**src/rtl/tagcap_pkg.sv**
```systemverilog
package tagcap_pkg;
    localparam int TC_DATA_W = 16;
    localparam int TC_OP_W   = 4;
    localparam int TC_REG_N  = 8;
    localparam int TC_RA_W   = $clog2(TC_REG_N);
    localparam logic [TC_DATA_W-1:0] TC_RST_BASE = 16'h00A0;

    typedef logic [TC_DATA_W-1:0] word_t;
    typedef logic [TC_RA_W-1:0]   ra_t;
    typedef logic [TC_OP_W-1:0]   op_t;

    // operand slot: value when rdy, otherwise low bits carry the awaited register
    typedef struct packed {
        logic  rdy;
        word_t v;
    } opnd_t;

    typedef struct packed {
        op_t   op;
        opnd_t a;
        opnd_t b;
        ra_t   dst;
    } ent_t;

    typedef struct packed {
        logic  vld;
        ra_t   tag;
        word_t data;
    } bcast_t;

    function automatic opnd_t fetch_opnd(ra_t ra, word_t rf_v, logic rf_ok, bcast_t bc);
        opnd_t o;
        if (rf_ok) begin
            o.rdy = 1'b1;
            o.v   = rf_v;
        end else if (bc.vld && bc.tag == ra) begin
            o.rdy = 1'b1;
            o.v   = bc.data;
        end else begin
            o.rdy = 1'b0;
            o.v   = word_t'(ra);
        end
        return o;
    endfunction

    function automatic opnd_t snoop(opnd_t o, bcast_t bc);
        opnd_t r;
        r = o;
        if (!o.rdy && bc.vld && o.v[TC_RA_W-1:0] == bc.tag) begin
            r.rdy = 1'b1;
            r.v   = bc.data;
        end
        return r;
    endfunction
endpackage

```
**src/rtl/tagcap_regfile.sv**
```systemverilog
module tagcap_regfile
    import tagcap_pkg::*;
(
    input  logic   clk,
    input  logic   rst_n,
    input  ra_t    rd_a,
    input  ra_t    rd_b,
    output word_t  val_a,
    output logic   ok_a,
    output word_t  val_b,
    output logic   ok_b,
    input  bcast_t bc,
    input  logic   clr,
    input  ra_t    clr_ra
);
    typedef struct packed {
        logic [TC_REG_N-1:0][TC_DATA_W-1:0] val;
        logic [TC_REG_N-1:0]                ok;
    } rf_st_t;

    rf_st_t st_d, st_q;

    always_comb begin
        st_d = st_q;
        if (bc.vld) begin
            st_d.val[bc.tag] = bc.data;
            st_d.ok[bc.tag]  = 1'b1;
        end
        // a new producer supersedes a result landing in the same cycle
        if (clr) begin
            st_d.ok[clr_ra] = 1'b0;
        end
    end

    always_ff @(posedge clk) begin
        if (!rst_n) begin
            for (int i = 0; i < TC_REG_N; i++) begin
                st_q.val[i] <= TC_RST_BASE + word_t'(i);
            end
            st_q.ok <= '1;
        end else begin
            st_q <= st_d;
        end
    end

    assign val_a = st_q.val[rd_a];
    assign ok_a  = st_q.ok[rd_a];
    assign val_b = st_q.val[rd_b];
    assign ok_b  = st_q.ok[rd_b];

    AST_BCAST_WRITES: assert property (@(posedge clk) disable iff (!rst_n)
        (bc.vld && !(clr && clr_ra == bc.tag)) |=>
        (st_q.ok[$past(bc.tag)] && st_q.val[$past(bc.tag)] == $past(bc.data)));

    AST_ISSUE_CLEARS: assert property (@(posedge clk) disable iff (!rst_n)
        clr |=> !st_q.ok[$past(clr_ra)]);
endmodule

```
**src/rtl/tagcap_oldest.sv**
```systemverilog
module tagcap_oldest #(
    parameter int N     = 4,
    localparam int IDX_W = (N > 1) ? $clog2(N) : 1
) (
    input  logic [N-1:0]     req,
    output logic [N-1:0]     gnt,
    output logic [IDX_W-1:0] idx,
    output logic             any
);
    // position 0 holds the oldest entry, so the lowest requester wins
    always_comb begin
        gnt = '0;
        idx = '0;
        any = 1'b0;
        for (int i = N - 1; i >= 0; i--) begin
            if (req[i]) begin
                gnt    = '0;
                gnt[i] = 1'b1;
                idx    = IDX_W'(i);
                any    = 1'b1;
            end
        end
    end
endmodule

```
**src/rtl/tagcap_station.sv**
```systemverilog
module tagcap_station
    import tagcap_pkg::*;
#(
    parameter int NUM_ENT = 4,
    localparam int IDX_W  = $clog2(NUM_ENT),
    localparam int CNT_W  = $clog2(NUM_ENT + 1)
) (
    input  logic                      clk,
    input  logic                      rst_n,
    input  logic                      push,
    input  ent_t                      push_ent,
    input  bcast_t                    bc,
    input  logic                      pop,
    input  logic [IDX_W-1:0]          pop_idx,
    output ent_t [NUM_ENT-1:0]        ents,
    output logic [NUM_ENT-1:0]        rdy,
    output logic [CNT_W-1:0]          cnt
);
    typedef struct packed {
        ent_t [NUM_ENT-1:0] e;
        logic [CNT_W-1:0]   cnt;
    } st_t;

    st_t                st_d, st_q;
    ent_t [NUM_ENT-1:0] woke;
    logic [CNT_W-1:0]   cnt_mid;

    always_comb begin
        // associative capture across every slot
        for (int i = 0; i < NUM_ENT; i++) begin
            woke[i]   = st_q.e[i];
            woke[i].a = snoop(st_q.e[i].a, bc);
            woke[i].b = snoop(st_q.e[i].b, bc);
        end
        st_d.e  = woke;
        cnt_mid = st_q.cnt;
        // close the gap left by the dispatched slot, keeping age order
        if (pop) begin
            for (int i = 0; i < NUM_ENT - 1; i++) begin
                if (IDX_W'(i) >= pop_idx) begin
                    st_d.e[i] = woke[i + 1];
                end
            end
            cnt_mid = st_q.cnt - CNT_W'(1);
        end
        // append behind the youngest survivor
        if (push) begin
            for (int i = 0; i < NUM_ENT; i++) begin
                if (CNT_W'(i) == cnt_mid) begin
                    st_d.e[i] = push_ent;
                end
            end
        end
        st_d.cnt = cnt_mid + (push ? CNT_W'(1) : CNT_W'(0));
    end

    always_ff @(posedge clk) begin
        if (!rst_n) begin
            st_q <= '0;
        end else begin
            st_q <= st_d;
        end
    end

    generate
        for (genvar g = 0; g < NUM_ENT; g++) begin : g_rdy
            assign rdy[g] = (CNT_W'(g) < st_q.cnt) && st_q.e[g].a.rdy && st_q.e[g].b.rdy;
        end
    endgenerate

    assign ents = st_q.e;
    assign cnt  = st_q.cnt;

    AST_CNT_BOUND: assert property (@(posedge clk) disable iff (!rst_n)
        st_q.cnt <= CNT_W'(NUM_ENT));

    AST_PUSH_ROOM: assert property (@(posedge clk) disable iff (!rst_n)
        push |-> (st_q.cnt != CNT_W'(NUM_ENT)));

    AST_POP_READY: assert property (@(posedge clk) disable iff (!rst_n)
        pop |-> rdy[pop_idx]);
endmodule

```
**src/rtl/tagcap_rs.sv**
```systemverilog
module tagcap_rs
    import tagcap_pkg::*;
#(
    parameter int NUM_ENT = 4,
    localparam int IDX_W  = $clog2(NUM_ENT),
    localparam int CNT_W  = $clog2(NUM_ENT + 1)
) (
    input  logic                 clk,
    input  logic                 rst_n,
    input  logic                 skip_en,
    input  logic                 iss_valid,
    input  logic [TC_OP_W-1:0]   iss_op,
    input  logic [TC_RA_W-1:0]   iss_src_a,
    input  logic [TC_RA_W-1:0]   iss_src_b,
    input  logic [TC_RA_W-1:0]   iss_dst,
    output logic                 full,
    input  logic                 res_valid,
    input  logic [TC_RA_W-1:0]   res_tag,
    input  logic [TC_DATA_W-1:0] res_data,
    output logic                 disp_valid,
    output logic [TC_OP_W-1:0]   disp_op,
    output logic [TC_DATA_W-1:0] disp_a,
    output logic [TC_DATA_W-1:0] disp_b,
    output logic [TC_RA_W-1:0]   disp_dst
);
    bcast_t             bc;
    word_t              rf_va, rf_vb;
    logic               rf_oka, rf_okb;
    opnd_t              opa, opb;
    ent_t               new_ent, sel_ent;
    ent_t [NUM_ENT-1:0] ents;
    logic [NUM_ENT-1:0] rdy, gnt;
    logic [IDX_W-1:0]   sel_idx;
    logic               sel_any;
    logic [CNT_W-1:0]   cnt;
    logic               acc, byp, push;

    assign bc = '{vld: res_valid, tag: res_tag, data: res_data};

    tagcap_regfile u_rf (
        .clk    (clk),
        .rst_n  (rst_n),
        .rd_a   (iss_src_a),
        .rd_b   (iss_src_b),
        .val_a  (rf_va),
        .ok_a   (rf_oka),
        .val_b  (rf_vb),
        .ok_b   (rf_okb),
        .bc     (bc),
        .clr    (acc),
        .clr_ra (iss_dst)
    );

    assign opa     = fetch_opnd(iss_src_a, rf_va, rf_oka, bc);
    assign opb     = fetch_opnd(iss_src_b, rf_vb, rf_okb, bc);
    assign new_ent = '{op: iss_op, a: opa, b: opb, dst: iss_dst};

    assign full = (cnt == CNT_W'(NUM_ENT));
    assign acc  = iss_valid && !full;
    assign byp  = acc && skip_en && (cnt == '0) && opa.rdy && opb.rdy;
    assign push = acc && !byp;

    tagcap_station #(.NUM_ENT(NUM_ENT)) u_st (
        .clk      (clk),
        .rst_n    (rst_n),
        .push     (push),
        .push_ent (new_ent),
        .bc       (bc),
        .pop      (sel_any),
        .pop_idx  (sel_idx),
        .ents     (ents),
        .rdy      (rdy),
        .cnt      (cnt)
    );

    tagcap_oldest #(.N(NUM_ENT)) u_pick (
        .req (rdy),
        .gnt (gnt),
        .idx (sel_idx),
        .any (sel_any)
    );

    assign sel_ent = ents[sel_idx];

    always_comb begin
        disp_valid = 1'b0;
        disp_op    = '0;
        disp_a     = '0;
        disp_b     = '0;
        disp_dst   = '0;
        if (sel_any) begin
            disp_valid = 1'b1;
            disp_op    = sel_ent.op;
            disp_a     = sel_ent.a.v;
            disp_b     = sel_ent.b.v;
            disp_dst   = sel_ent.dst;
        end else if (byp) begin
            disp_valid = 1'b1;
            disp_op    = new_ent.op;
            disp_a     = new_ent.a.v;
            disp_b     = new_ent.b.v;
            disp_dst   = new_ent.dst;
        end
    end

    AST_GNT_ONEHOT: assert property (@(posedge clk) disable iff (!rst_n)
        $onehot0(gnt) && (sel_any == (gnt != '0)));

    AST_ONE_SOURCE: assert property (@(posedge clk) disable iff (!rst_n)
        !(byp && sel_any));

    AST_MIN_STAY: assert property (@(posedge clk) disable iff (!rst_n)
        (!skip_en && disp_valid) |-> sel_any);
endmodule

```
**config.mk**
```make
export PLATFORM = sky130hd
export DESIGN_NAME = tagcap_rs
export DESIGN_NICKNAME = d
export VERILOG_FILES = /design/src/rtl/tagcap_pkg.sv /design/src/rtl/tagcap_regfile.sv /design/src/rtl/tagcap_oldest.sv /design/src/rtl/tagcap_station.sv /design/src/rtl/tagcap_rs.sv
export SDC_FILE = /design/constraint.sdc
export NUM_CORES = 1
export LEC_CHECK = 0
export ABC_AREA = 1
export BUFFER_PORTS_ARGS = -buffer_cell sky130_fd_sc_hd__buf_2
export CAP_MARGIN = 10
export CORE_MARGIN = 2
export CORE_UTILIZATION = 45
export DETAILED_ROUTE_END_ITERATION = 8
export PLACE_DENSITY = 0.61
export SYNTH_ARGS = -nofsm -noshare
export SYNTH_HDL_FRONTEND = slang
export SYNTH_HIERARCHICAL = 1
export SYNTH_SLANG_ARGS = --single-unit
```
**constraint.sdc**
```tcl
create_clock -name clk -period 3.9 [get_ports clk]
set_clock_uncertainty 0.05 [all_clocks]
set_input_delay 0.78 -clock clk [delete_from_list [all_inputs] [get_ports clk]]
set_output_delay 0.78 -clock clk [all_outputs]
set_load 0.02 [all_outputs]
```
## Word level (Yosys, flattened, before mapping)

Cells that the tools add are included.

| storage, ports and cells | value |
|---|---|
| input port bits | 37 |
| logic and storage cells | 174 |
| bits in registers | 303 |
| output and inout port bits | 41 |

| operators by class | value |
|---|---|
| magnitude comparators | 14 |
| add/subtract/negate cells | 2 |
| reductions and logical operators | 47 |
| mux-type cells | 60 |
| bitwise gates (word level) | 3 |
| eq/ne operators | 14 |

Operators with widths:

| operator | count |
|---|---|
| two-way mux 41 bit | 7 |
| two-way mux 17 bit | 12 |
| two-way mux 160 bit | 1 |
| bitwise mux 128 bit | 1 |
| two-way mux 123 bit | 1 |
| two-way mux 16 bit | 7 |
| binary-select mux 16 bit (select 3 bit) | 2 |
| binary-select mux 41 bit (select 2 bit) | 1 |
| demux 16 bit (select 3 bit) | 1 |
| two-way mux 37 bit | 1 |
| logical AND 1 bit | 34 |
| equality test 3 bit | 10 |
| less-than comparator 3 x 4 -> 1 bit (second input constant) | 4 |
| two-way mux 8 bit | 2 |
| two-way mux 1 bit | 11 |
| logical NOT 1 bit | 10 |
| two-way mux 3 bit | 3 |
| AND 8 bit | 1 |
| two-way mux 2 bit | 4 |
| two-way mux 4 bit | 2 |
| inverter 8 bit | 1 |
| OR 8 bit | 1 |
| binary-select mux 1 bit (select 3 bit) | 2 |
| demux 1 bit (select 3 bit) | 2 |
| other kinds (13) | 19 |

## Logic depth before layout (Yosys ltp)

| depth | value |
|---|---|
| depth in word-level cells | 12 |
| mapped depth | 23 |

## Cells and area by module

The synthesis kept the hierarchy.

Modules (own cells, without submodules):

| module | times used | cells an instance | area an instance (sq um) | sequential area each (sq um) |
|---|---|---|---|---|
| tagcap_station | 1 | 1,736 | 10,535.1 | 3,343.2 |
| tagcap_regfile | 1 | 1,378 | 7,841.3 | 2,722.6 |
| tagcap_rs | 1 | 561 | 2,443.6 | 0.0 |
| tagcap_oldest | 1 | 15 | 65.1 | 0.0 |

## Worst setup path before layout

No wires, ideal clock.

| timing path | value |
|---|---|
| path kind | in2out |
| start point | input port iss_src_a[0] |
| end point | output port disp_a[3] |
| stages on the path | 17 |
| arrival time | 2.780 ns |
| setup slack | 0.290 ns |
| buffers on the path | 6 |
| data required time | 3.070 ns |
| cell sequence | buf_2 > inv_2 > buf_2 > buf_4 > nand2_1 > nand3_1 > nand2_1 > nand2_1 > nand2_1 > clkbuf_1 > inv_1 > buf_2 > buf_2 > nand2_1 > o21ai_0 > nand2_1 > nand2_1 |

RTL lines:

| element | RTL line | RTL |
|---|---|---|
| start: declaration | tagcap_rs.sv:13 | `input logic [TC_RA_W-1:0] iss_src_a,` |
| end: declaration | tagcap_rs.sv:22 | `output logic [TC_DATA_W-1:0] disp_a,` |

==> impl_summary.txt <==
----------------------------------------------------
[Floorplan]
  Die Wd ... 219 microns
  Total core area ... roughly 46,000 sq um
  Effective utilization at floorplan ... 45.8%
  Die area ... 48,100 sq um
  Overall die height ... 219 microns
  Placement Rows ... 78
  I/O pin count ... around 80

[Pwr]
  Power density over the cells ... 461 nW/um^2
  Switching power as a share of total power ... 37.1%
  P_sw ... 0.00398 W
  Total chip power ... 0.0107 W
  Peak VDD IR ... approximately 0.29 mV
  Leakage component of the power ... 11.9 nW
  Portion of total power attributed to the clock network ... 35.3%
  Relative contribution of combinational cells to total power ... between 20 and 30%
  Int Pwr ... 0.00675 W
  Power share of the sequential group ... between 30% and 40%

[Timing]
  Unrepaired setup endpoints after global routing ... false
  Final critical-path share of the clock period ... about 96%
  Fin crit period ... about 3800 ps
  Setup TNS ... 0 ps
  F_max ... 266 MHz
  Max_slew headroom ... 42.0%
  Final Hold Fails ... 0
  Count of pins over their slew limit ... 0
  Final setup violation count ... 0
  Post-route worst setup slack ... 138 ps
  Worst-Margin Slew ... 861 ps
  Min Hold Slack ... 417 ps

[Global route]
  GR Util All Layers ... around a third
  Remaining global-route overflow ... 0
  First-pass GRT wire length ... around 130 mm
  Number of global-route vias before repair ... roughly 23,000
  Antenna violations before repair ... 3
  Largest net degree at the start of global routing ... 116

[Worst setup path]
  Worst setup path category ... input port to output pin
  Cell family contributing the most delay on the critical path ... buffers and inverters
  Delay contributed by the slowest stage of the critical path ... 680 ps
  Cell at the slowest stage of the critical path ... sky130_fd_sc_hd__o21ai_0
  Maximum fanout along the worst path ... 15
  Cell type with the highest occurrence count on the critical path ... sky130_fd_sc_hd__nand2_1
  List of cells traversed by the critical path ... buf_2, inv_2, nand2_1, nand2_1, nor2_4, nand2_4, buf_4, o21ai_0, nand2_1, nand2_1, buf_2
  CP Capture Type ... output pin
  Worst Path Required ... 3070 ps
  Crit path buf inv count ... 4
  Data arrival time of the critical path ... approximately 2900 ps
  Element type at the critical path start ... input port

[Clocking]
  Reg clk slew, reported paths ... roughly 50 ps
  Number of hold-repair buffers added at the cts stage ... 0
  CTS tree ... built
  Clock root buffer ... sky130_fd_sc_hd__clkbuf_16
  Sinks on Clock Net ... around 300
  H-tree level count ... 2
  TritonCTS Buffers ... 40
  Maximum clock path buffer count ... 3
  Worst-Skew Late Latency ... 570 ps
  Total setup buffers inserted after CTS ... 0

[Layout]
  Fin nets ... 3,689
  Share of cells above drive strength 1 ... under 10%
  Utilization of the core after routing ... 51.0%
  Layout overhead on the synthesized area ... 11.5%

[Detailed routing]
  Post-Route WL ... between 80 and 90 mm
  Detail Route Antenna Nets ... 0
  Vias per Instance ... 5.76
  Vias after detailed routing ... around 25,000
  First drt pass iteration count ... 6
  Wirelength per Cell ... about 20 microns
  First-iteration detailed-routing DRC count ... between 2,000 and 3,000
  DRC violation count after routing ... 0

[Synthesis]
  Cells after synthesis ... 3,685
  Synthesis Warnings ... 6
  Area of the mapped netlist ... approximately 21,000 sq um
  Net count after synthesis ... 3,726
  Synthesized area per cell ... between 5 and 6 sq um

[Placed design]
  Count of buffers inserted at the top-level ports ... 77
  Worst setup slack after placement ... 59.1 ps
  Detailed placer's ending HPWL ... 54.7 mm
  Placer's final routability congestion estimate ... 0.932

[Worst hold path]
  Type of the tightest min-delay check ... flip-flop to flip-flop

[Run]
  Max-cap check violation count ... 0

[Outcome]
  Run status ... completed

----------------------------------------------------
## stage by stage
| step | cells | instance area [sq um] |
|---|---|---|
| floorplan | 3685 | 20900 |
| global placement | 4203 | 21800 |
| detailed placement | 4203 | 21800 |
| CTS | 4275 | 23100 |
| global route | 4278 | 23300 |
| finish | 4279 | 23300 |
## per-layer routing
layer  vias to the layer above  part of all wire (%)  GRT usage [%]
li1                      11600                     -              -
met1                     11200                    40           45.6
met2                      1461                    44           55.6
met3                       295                    11           6.97
met4                         2                   5.7           18.2
met5                         -                 0.011              0
## registers in the layout (all words and copies together), names as in the netlist
register,flops
u_rf/st_q,136
u_st/ents,164
u_st/cnt,3
## timing repair
item	in CTS	in global routing
gates cloned	0	3
setup endpoints to repair	39	38
gates resized for setup	3	12
## path summary, 6_finish.rpt
path         depth (start not counted)                         from                     endpoint  slack [ps]
max                                 11                   res_tag[1]                    disp_b[5]         140
min                                  2  u_st/ents[161]$_SDFFE_PN0P_  u_st/ents[161]$_SDFFE_PN0P_         420
max reg2reg                         15       u_st/cnt[1]$_SDFF_PN0_     u_st/ents[66]$_SDFF_PN0_         880
min reg2reg                          2  u_st/ents[161]$_SDFFE_PN0P_  u_st/ents[161]$_SDFFE_PN0P_         420
## power groups by stage
stage	Sequential [W]	Combinational, W	Clock [W]
5_1_grt	0.00379	0.00351	0.00397
2_1_floorplan	0.00373	0.00218	0
4_1_cts	0.00374	0.00309	0.00384
3_5_place_dp	0.00380	0.00308	0
3_3_place_gp	0.00379	0.00303	0
6_report	0.00375	0.00319	0.00378
## final cells by class
type / count / area [sq um]
Antenna cell: 1 / 2.50
Clock buffer: 55 / 1150
Clock inverter: 17 / 169
Fill cell: 4776 / 22300
Inverter: 442 / 1660
Multi-Input combinational cell: 2672 / 12000
Sequential cell: 303 / 6070
Tap cell: 600 / 751
Timing Repair Buffer: 189 / 1490
## worst reg2reg max path, stage by stage (launching register included)
cell and delay (ps):
sky130_fd_sc_hd__dfxtp_2 370, sky130_fd_sc_hd__inv_1 70, sky130_fd_sc_hd__ha_1 210, sky130_fd_sc_hd__a2111oi_4 400
sky130_fd_sc_hd__inv_2 90, sky130_fd_sc_hd__nand3_2 180, sky130_fd_sc_hd__nand2_1 80, sky130_fd_sc_hd__nand2_1 60
sky130_fd_sc_hd__nand2_1 100, sky130_fd_sc_hd__nor2_1 280, sky130_fd_sc_hd__nand2_2 320, sky130_fd_sc_hd__buf_12 290
sky130_fd_sc_hd__o21ai_0 260, sky130_fd_sc_hd__inv_1 60, sky130_fd_sc_hd__nand2_1 60, sky130_fd_sc_hd__inv_1 30
## cell usage in the layout, fill, tap and decap left out, types with 37 or more instances in the layout
cell / n
sky130_fd_sc_hd__buf_2: 76
sky130_fd_sc_hd__buf_4: 93
sky130_fd_sc_hd__nand2_1: 1167
sky130_fd_sc_hd__dfxtp_1: 302
sky130_fd_sc_hd__inv_1: 411
sky130_fd_sc_hd__a21oi_1: 116
sky130_fd_sc_hd__o21ai_0: 257
sky130_fd_sc_hd__nor2_1: 253
sky130_fd_sc_hd__nand3_1: 727
sky130_fd_sc_hd__clkbuf_16: 44
sky130_fd_sc_hd__o211ai_1: 37
Power figures use the tool's default switching activity.
